## src/rtl/wcb_pkg.sv

```systemverilog
// Package wcb_pkg
// Line geometry shared by the write-combining buffer modules.
// Assumes 64-byte lines built from eight 8-byte store lanes.
package wcb_pkg;
    localparam int LINE_BYTES = 64;
    localparam int LANE_BYTES = 8;
    localparam int LANES      = LINE_BYTES / LANE_BYTES;
    localparam int LANE_W     = $clog2(LANES);
    localparam int OFS_W      = $clog2(LINE_BYTES);
    localparam int LINE_W     = LINE_BYTES * 8;
    localparam int STORE_W    = LANE_BYTES * 8;
endpackage

```

## src/rtl/wcb_line_slot.sv

```systemverilog
// Module wcb_line_slot
// Holds one combining entry: valid flag, line tag, byte-valid mask,
// line data and age rank. Merges one 8-byte store lane per cycle.
// Assumes: release and write never target the slot in the same cycle;
// alloc only arrives while the slot is empty.
module wcb_line_slot import wcb_pkg::*; #(
    parameter int TAG_W  = 26,
    parameter int RANK_W = 2
) (
    input  logic                  clk,
    input  logic                  rst_n,
    input  logic                  alloc_i,
    input  logic                  write_i,
    input  logic                  release_i,
    input  logic                  dec_rank_i,
    input  logic [TAG_W-1:0]      tag_i,
    input  logic [LANE_W-1:0]     lane_i,
    input  logic [LANE_BYTES-1:0] be_i,
    input  logic [STORE_W-1:0]    data_i,
    input  logic [RANK_W-1:0]     rank_i,
    output logic                  valid_o,
    output logic [TAG_W-1:0]      tag_o,
    output logic [LINE_BYTES-1:0] mask_o,
    output logic [LINE_W-1:0]     data_o,
    output logic [RANK_W-1:0]     rank_o
);
    logic [LINE_BYTES-1:0] lane_bits;

    // Place the store's byte enables at its lane inside the line mask.
    always_comb begin
        lane_bits = LINE_BYTES'(be_i) << {lane_i, 3'b000};
    end

    // Control state: occupancy, tag, byte-valid mask and age rank.
    always_ff @(posedge clk) begin
        if (!rst_n) begin
            valid_o <= 1'b0;
            tag_o   <= '0;
            mask_o  <= '0;
            rank_o  <= '0;
        end else begin
            if (release_i) begin
                valid_o <= 1'b0;
                mask_o  <= '0;
            end else if (alloc_i) begin
                valid_o <= 1'b1;
                tag_o   <= tag_i;
                mask_o  <= lane_bits;
            end else if (write_i) begin
                mask_o  <= mask_o | lane_bits;
            end
            if (alloc_i)
                rank_o <= rank_i;
            else if (dec_rank_i)
                rank_o <= rank_o - 1'b1;
        end
    end

    // Data bytes: the newest store to a byte overwrites it.
    always_ff @(posedge clk) begin
        for (int l = 0; l < LANES; l++) begin
            for (int b = 0; b < LANE_BYTES; b++) begin
                if (write_i && lane_i == LANE_W'(l) && be_i[b])
                    data_o[(l*LANE_BYTES+b)*8 +: 8] <= data_i[b*8 +: 8];
            end
        end
    end

    assert_empty_clear_R3: assert property (@(posedge clk) disable iff (!rst_n)
        !valid_o |-> mask_o == '0)
        else $error("closed slot holds bytes");

    assert_no_merge_on_release_R9: assert property (@(posedge clk) disable iff (!rst_n)
        release_i |-> !write_i)
        else $error("store merged into a slot being released");
endmodule

```

## src/rtl/wcb_run_finder.sv

```systemverilog
// Module wcb_run_finder
// Returns the lowest contiguous run of set bits in a mask.
// Pure combinational; uses a carry through the run to find its end.
// Assumes nothing about the input; an all-zero input gives zero.
module wcb_run_finder #(
    parameter int W = 64
) (
    input  logic [W-1:0] bits_in,
    output logic [W-1:0] run_out
);
    logic [W-1:0] lowest;
    logic [W-1:0] carried;

    // Isolate the lowest set bit, ripple it through the run, keep the run.
    always_comb begin
        lowest  = bits_in & (~bits_in + W'(1));
        carried = bits_in + lowest;
        run_out = bits_in & ~carried;
    end
endmodule

```

## src/rtl/wc_store_buffer.sv

```systemverilog
// Module wc_store_buffer
// Write-combining store buffer for one core. Merges 8-byte stores into
// 64-byte line entries, drains full lines as single bursts, drains partial
// lines (on flush or eviction) as one write per contiguous byte run.
// Assumes: one drain engine; stores stall during a flush, on a hit to the
// draining line, and on a miss with no free entry.
module wc_store_buffer import wcb_pkg::*; #(
    parameter int ADDR_W      = 32,
    parameter int NUM_ENTRIES = 4
) (
    input  logic                  clk,
    input  logic                  rst_n,
    input  logic                  st_valid,
    output logic                  st_ready,
    input  logic [ADDR_W-4:0]     st_waddr,
    input  logic [STORE_W-1:0]    st_data,
    input  logic [LANE_BYTES-1:0] st_be,
    input  logic                  flush_req,
    output logic                  flush_done,
    output logic                  wr_valid,
    input  logic                  wr_ready,
    output logic [ADDR_W-1:0]     wr_addr,
    output logic [LINE_W-1:0]     wr_data,
    output logic [LINE_BYTES-1:0] wr_mask
);
    localparam int TAG_W = ADDR_W - OFS_W;
    localparam int IDX_W = (NUM_ENTRIES > 1) ? $clog2(NUM_ENTRIES) : 1;
    localparam int CNT_W = IDX_W + 1;

    logic [NUM_ENTRIES-1:0] valid_v, hit_v, full_v, old_v;
    logic [NUM_ENTRIES-1:0] alloc_v, write_v, rel_v, dec_v;
    logic [TAG_W-1:0]       tag_a  [NUM_ENTRIES];
    logic [LINE_BYTES-1:0]  mask_a [NUM_ENTRIES];
    logic [LINE_W-1:0]      data_a [NUM_ENTRIES];
    logic [IDX_W-1:0]       rank_a [NUM_ENTRIES];

    logic [TAG_W-1:0]      tag_in;
    logic [LANE_W-1:0]     lane_in;
    logic                  busy_q, flush_q;
    logic [IDX_W-1:0]      cur_q;
    logic [LINE_BYTES-1:0] rem_q, run;
    logic [IDX_W-1:0]      hit_idx, free_idx, full_idx, old_idx, start_idx, new_rank;
    logic                  hit_any, free_any, full_any, any_valid;
    logic                  accept, last_beat, st_fire, alloc_go, start_go;
    logic [CNT_W-1:0]      valid_cnt;

    assign tag_in  = st_waddr[ADDR_W-4:LANE_W];
    assign lane_in = st_waddr[LANE_W-1:0];

    // Per-entry storage and per-entry control decode.
    for (genvar g = 0; g < NUM_ENTRIES; g++) begin : g_slot
        assign hit_v[g]   = valid_v[g] && tag_a[g] == tag_in;
        assign full_v[g]  = valid_v[g] && (&mask_a[g]);
        assign old_v[g]   = valid_v[g] && rank_a[g] == '0;
        assign alloc_v[g] = alloc_go && free_idx == IDX_W'(g);
        assign write_v[g] = st_fire && (hit_any ? hit_idx == IDX_W'(g)
                                                : free_idx == IDX_W'(g));
        assign rel_v[g]   = last_beat && cur_q == IDX_W'(g);
        assign dec_v[g]   = last_beat && valid_v[g] && rank_a[g] > rank_a[cur_q];

        wcb_line_slot #(.TAG_W(TAG_W), .RANK_W(IDX_W)) u_slot (
            .clk(clk), .rst_n(rst_n),
            .alloc_i(alloc_v[g]), .write_i(write_v[g]),
            .release_i(rel_v[g]), .dec_rank_i(dec_v[g]),
            .tag_i(tag_in), .lane_i(lane_in), .be_i(st_be), .data_i(st_data),
            .rank_i(new_rank),
            .valid_o(valid_v[g]), .tag_o(tag_a[g]), .mask_o(mask_a[g]),
            .data_o(data_a[g]), .rank_o(rank_a[g])
        );
    end

    // Lowest-index encoders for hit, free, full and oldest entries.
    always_comb begin
        hit_idx = '0; free_idx = '0; full_idx = '0; old_idx = '0;
        for (int i = NUM_ENTRIES - 1; i >= 0; i--) begin
            if (hit_v[i])    hit_idx  = IDX_W'(i);
            if (!valid_v[i]) free_idx = IDX_W'(i);
            if (full_v[i])   full_idx = IDX_W'(i);
            if (old_v[i])    old_idx  = IDX_W'(i);
        end
    end

    assign hit_any   = |hit_v;
    assign free_any  = ~&valid_v;
    assign full_any  = |full_v;
    assign any_valid = |valid_v;
    assign valid_cnt = CNT_W'($countones(valid_v));

    // Next byte run of the draining entry.
    wcb_run_finder #(.W(LINE_BYTES)) u_run (.bits_in(rem_q), .run_out(run));

    assign accept    = busy_q && wr_ready;
    assign last_beat = accept && (rem_q & ~run) == '0;
    assign st_ready  = !flush_q && (hit_any ? !(busy_q && hit_idx == cur_q) : free_any);
    assign st_fire   = st_valid && st_ready;
    assign alloc_go  = st_fire && !hit_any;
    assign new_rank  = IDX_W'(valid_cnt - CNT_W'(last_beat));

    // Drain source choice: full lines, then flush victims, then eviction.
    always_comb begin
        start_go  = 1'b0;
        start_idx = full_idx;
        if (!busy_q) begin
            if (full_any) begin
                start_go = 1'b1;
            end else if (flush_q && any_valid) begin
                start_go  = 1'b1;
                start_idx = old_idx;
            end else if (!flush_q && st_valid && !hit_any && !free_any) begin
                start_go  = 1'b1;
                start_idx = old_idx;
            end
        end
    end

    // Drain engine state and flush tracking.
    always_ff @(posedge clk) begin
        if (!rst_n) begin
            busy_q  <= 1'b0;
            cur_q   <= '0;
            rem_q   <= '0;
            flush_q <= 1'b0;
        end else begin
            if (last_beat)
                busy_q <= 1'b0;
            else if (accept)
                rem_q <= rem_q & ~run;
            if (start_go) begin
                busy_q <= 1'b1;
                cur_q  <= start_idx;
                rem_q  <= mask_a[start_idx];
            end
            flush_q <= flush_q ? !flush_done : flush_req;
        end
    end

    assign flush_done = flush_q && !busy_q && !any_valid;
    assign wr_valid   = busy_q;
    assign wr_mask    = run;
    assign wr_addr    = {tag_a[cur_q], {OFS_W{1'b0}}};
    assign wr_data    = data_a[cur_q];

    assert_hold_R8: assert property (@(posedge clk) disable iff (!rst_n)
        wr_valid && !wr_ready |=> wr_valid && $stable(wr_mask) && $stable(wr_addr) && $stable(wr_data))
        else $error("write payload changed while stalled");

    assert_run_contig_R5: assert property (@(posedge clk) disable iff (!rst_n)
        wr_valid |-> wr_mask != '0 && (((wr_mask | (wr_mask - 1'b1)) + 1'b1) & wr_mask) == '0)
        else $error("mask is not one contiguous run");

    assert_one_oldest_R7: assert property (@(posedge clk) disable iff (!rst_n)
        any_valid |-> $countones(old_v) == 1)
        else $error("oldest entry not unique");

    assert_done_pulse_R6: assert property (@(posedge clk) disable iff (!rst_n)
        flush_done |=> !flush_done)
        else $error("flush_done longer than one cycle");

    for (genvar a = 0; a < NUM_ENTRIES; a++) begin : g_pa
        for (genvar b = a + 1; b < NUM_ENTRIES; b++) begin : g_pb
            assert_no_dup_R2: assert property (@(posedge clk) disable iff (!rst_n)
                !(valid_v[a] && valid_v[b] && tag_a[a] == tag_a[b]))
                else $error("two entries hold the same line");
        end
    end
endmodule

```

## config.mk

```make
export PLATFORM = sky130hd
export DESIGN_NAME = wc_store_buffer
export DESIGN_NICKNAME = d
export VERILOG_FILES = /design/src/rtl/wcb_pkg.sv /design/src/rtl/wcb_line_slot.sv /design/src/rtl/wcb_run_finder.sv /design/src/rtl/wc_store_buffer.sv
export SDC_FILE = /design/constraint.sdc
export NUM_CORES = 2
export LEC_CHECK = 0
export BUFFER_PORTS_ARGS = -buffer_cell sky130_fd_sc_hd__buf_4
export CORE_MARGIN = 2
export CORE_UTILIZATION = 50
export CTS_BUF_LIST = sky130_fd_sc_hd__clkbuf_4 sky130_fd_sc_hd__clkbuf_8 sky130_fd_sc_hd__clkbuf_16
export DETAILED_ROUTE_END_ITERATION = 7
export GPL_TIMING_DRIVEN = 0
export PLACE_DENSITY = 0.79
export SLEW_MARGIN = 40
export SYNTH_ARGS = -nofsm -noshare
export SYNTH_HDL_FRONTEND = slang
export SYNTH_HIERARCHICAL = 1
export SYNTH_SLANG_ARGS = --single-unit
```

## constraint.sdc

```tcl
create_clock -name clk -period 6.8 [get_ports clk]
set_input_delay 1.36 -clock clk [delete_from_list [all_inputs] [get_ports clk]]
set_output_delay 1.36 -clock clk [all_outputs]
set_load 0.01 [all_outputs]
```

==> run metrics <==
area share of the largest cell type after synthesis=61.3%; gr usage total=35.1%; largest area contributor in the netlist=edfxtp_1; first-pass GRT wire length=502000 um; CTS buffer count=227; unrepaired setup endpoints after global routing=no; post-route cell area=118000 sq um; ys flop type=edfxtp_1; Placer Congestion=1.04; DRT Pass-1 Iters=8; largest net degree at the start of global routing=33; power per cell area=276 nW/um^2; Register Area=70300 sq um; FP Rows=164; Core Area=199000 sq um; Clock Skews=0.0620 ns; clk_lat worst skew=0.90 ns; drt drc=0; CTS Hold Bufs=0; root buffer cell=clkbuf_16; Area contributors post-synth=edfxtp_1, mux4_2, dfxtp_1; setup violators final=0; synthesized flop and latch total=2488; Longest Clk Path Bufs=3; Net count, final=7232; Post-DRT Antenna Nets=0; routed length per placed instance=36.6 um; detailed placer's ending HPWL=248000 um; PortBufs=710; Die Area=204000 sq um; DR iter-0 viols=10600; f_max=147 MHz; routed vias/inst=6.76; Peak VDD IR=255 uV; drt total wl=365000 um; CP endpoint kind=register; CP Max Fanout=10; WP data arrival=7.56 ns; Final period util=99.9%; htree depth=4; status=completed; starting density of the core=50.3%; Die X=452 um; Setup CP Type=reg -> reg; Top-Level Pins=717; sequential share of the synthesized area=70.1%; leak pwr=38.7 nW; Yosys cell types=88; CP Data Required Time=7.57 ns; post-layout util=59.2%; asr flop ratio synth=0%; max cap viols=0; commonest cells in the netlist=edfxtp_1, nor2_1, mux4_2; layout cell share with drive strength beyond 1=29.4%; Congestion Overflow GR=0; final worst path period need=6.79 ns; Gate Count Post-Synth=6122; synthesis-to-finish area growth=17.8%; Syn. warnings=6; Worst slew margin=36.9%; Fillers=14200; CTS tree=done; Avg Cell Area, Syn=16.4 sq um; antenna violations before repair=23; max-slew violation count=0; clk sinks=2488; Worst Max-Slew Pin Slew=0.947 ns; Hold Slack=0.478 ns; Final Hold Violating Endpoints=0; vias in the first global route=65100; placed cell area=110000 sq um; Worst setup SP type=register; number of synthesized flops with an enable pin=2048; via count=67500; most frequent cell after synthesis=edfxtp_1; Reg clk slew, reported paths=0.07 ns; Synth Cell Area=100000 sq um; worst hold path type=reg -> reg; multi-input logic area=28200 sq um; Die Y-Extent=452 um
[path summary, 6_finish.rpt]
kind	slack, ns	startpoint	endpoint	cells after the start
worst max-delay path	0.007	rem_q[18]$_SDFFE_PN0P_	g_slot[0].u_slot/mask_o[36]$_SDFFE_PP0P_	22
worst min-delay path	0.48	g_slot[3].u_slot/valid_o$_SDFFE_PP0P_	g_slot[3].u_slot/valid_o$_SDFFE_PP0P_	2
worst max register to register	0.007	rem_q[18]$_SDFFE_PN0P_	g_slot[0].u_slot/mask_o[36]$_SDFFE_PP0P_	22
worst min register to register	0.48	g_slot[3].u_slot/valid_o$_SDFFE_PP0P_	g_slot[3].u_slot/valid_o$_SDFFE_PP0P_	2
[routing by layer]
layer	part of all wire, %	wire length [um]	GRT usage, %
met1	33	120000	43.3
met2	45	165000	53.0
met3	13	48100	9.98
met4	9.0	32700	26.0
met5	0.016	60	0
[cell usage in the layout (no fill, tap or decap), drive strengths merged, types with 23 or more instances in the layout]
master	instances
a21boi	109
nand4	170
clkbuf	466
o211ai	72
nor2b	24
diode	28
dfxtp	440
nor3	42
a32oi	228
nor4	55
a22oi	29
nand3	40
o221ai	65
o21ai	43
inv	131
nand2	414
edfxtp	2048
mux2i	130
clkinv	86
mux4	540
a21oi	111
nor2	600
xnor2	70
buf	999
xor2	40
nand2b	45
o22ai	23
[area by class of cell]
class                      instances  share of cell area (%)
clock buffer                     277                    5.20
multi-input combinational       3093                    23.9
antenna                           28                  0.0593
inverter                         116                   0.369
tap                             2656                    2.81
sequential                      2488                    59.5
buffer                           427                    1.80
timing repair buffer             761                    5.16
clock inverter                   142                    1.20
[flip-flops by register name, summed over array words and instances, names as in the netlist]
name and cells:
g_slot.u_slot/rank_o 8, g_slot.u_slot/mask_o 256, wr_valid 1, flush_q 1
g_slot.u_slot/valid_o 4, rem_q 64, cur_q 2, g_slot.u_slot/data_o 2048
g_slot.u_slot/tag_o 104
[worst max-delay path, cell delays in order (launching register included)]
cell and delay [ns]:
dfxtp_1 0.47, or4_4 0.61, or3_4 0.44, or4b_4 0.56, nor4b_4 0.27, a221o_2 0.17, a22oi_2 0.09, a2111oi_4 0.41
o21a_2 0.26, a21o_1 0.18, o2111a_2 0.26, inv_1 0.06, a221oi_2 0.26, nand4_1 0.25, nor4_2 0.25, nand4_1 0.16
buf_6 0.18, buf_4 0.19, nor3_1 0.35, nand2b_1 0.25, buf_2 0.39, clkbuf_1 0.45, nor2_1 0.10
[cells by family after synthesis]
| kind of cell | synth area share [%] |
|---|---|
| DFF | 70.1 |
| muxes | 13.4 |
| AOI/OAI and AO/OA | 5.84 |
| other | 0.00374 |
| adders and majority gates | 0.157 |
| xor gates and xnor gates | 0.961 |
| and+or+nand+nor | 7.07 |
| buffers and inverters | 2.41 |
[power by group]
group	leakage (nW)	total, W	internal (W)	switching [W]
combinational	13.0	0.00284	0.00101	0.00184
clock	3.72	0.0131	0.00725	0.00586
sequential	22.0	0.0166	0.0165	0.0000644
[stage by stage]
stage | instances | setup slack [ns] | setup TNS (ns) | total power, W
after floorplan | 6127 | 0.487 | 0 | 0.0181
after global placement | 9493 | -1.95 | -1138.73 | 0.0195
after detailed placement | 9515 | -1.99 | -587.77 | 0.0196
after CTS | 9945 | 0.00361 | 0 | 0.0325
after global routing | 9966 | 0.000429 | 0 | 0.0331
final | 9988 | 0.00739 | 0 | 0.0326
[timing repair]
| item | CTS | global route |
|---|---|---|
| cloned | 0 | 0 |
| pin swaps | 14 | 20 |
| buffers inserted | 12 | 15 |
| resized for setup | 49 | 42 |
| endpoints found under the setup margin | 444 | 286 |
Note: power is estimated with default switching activity, not from simulation.
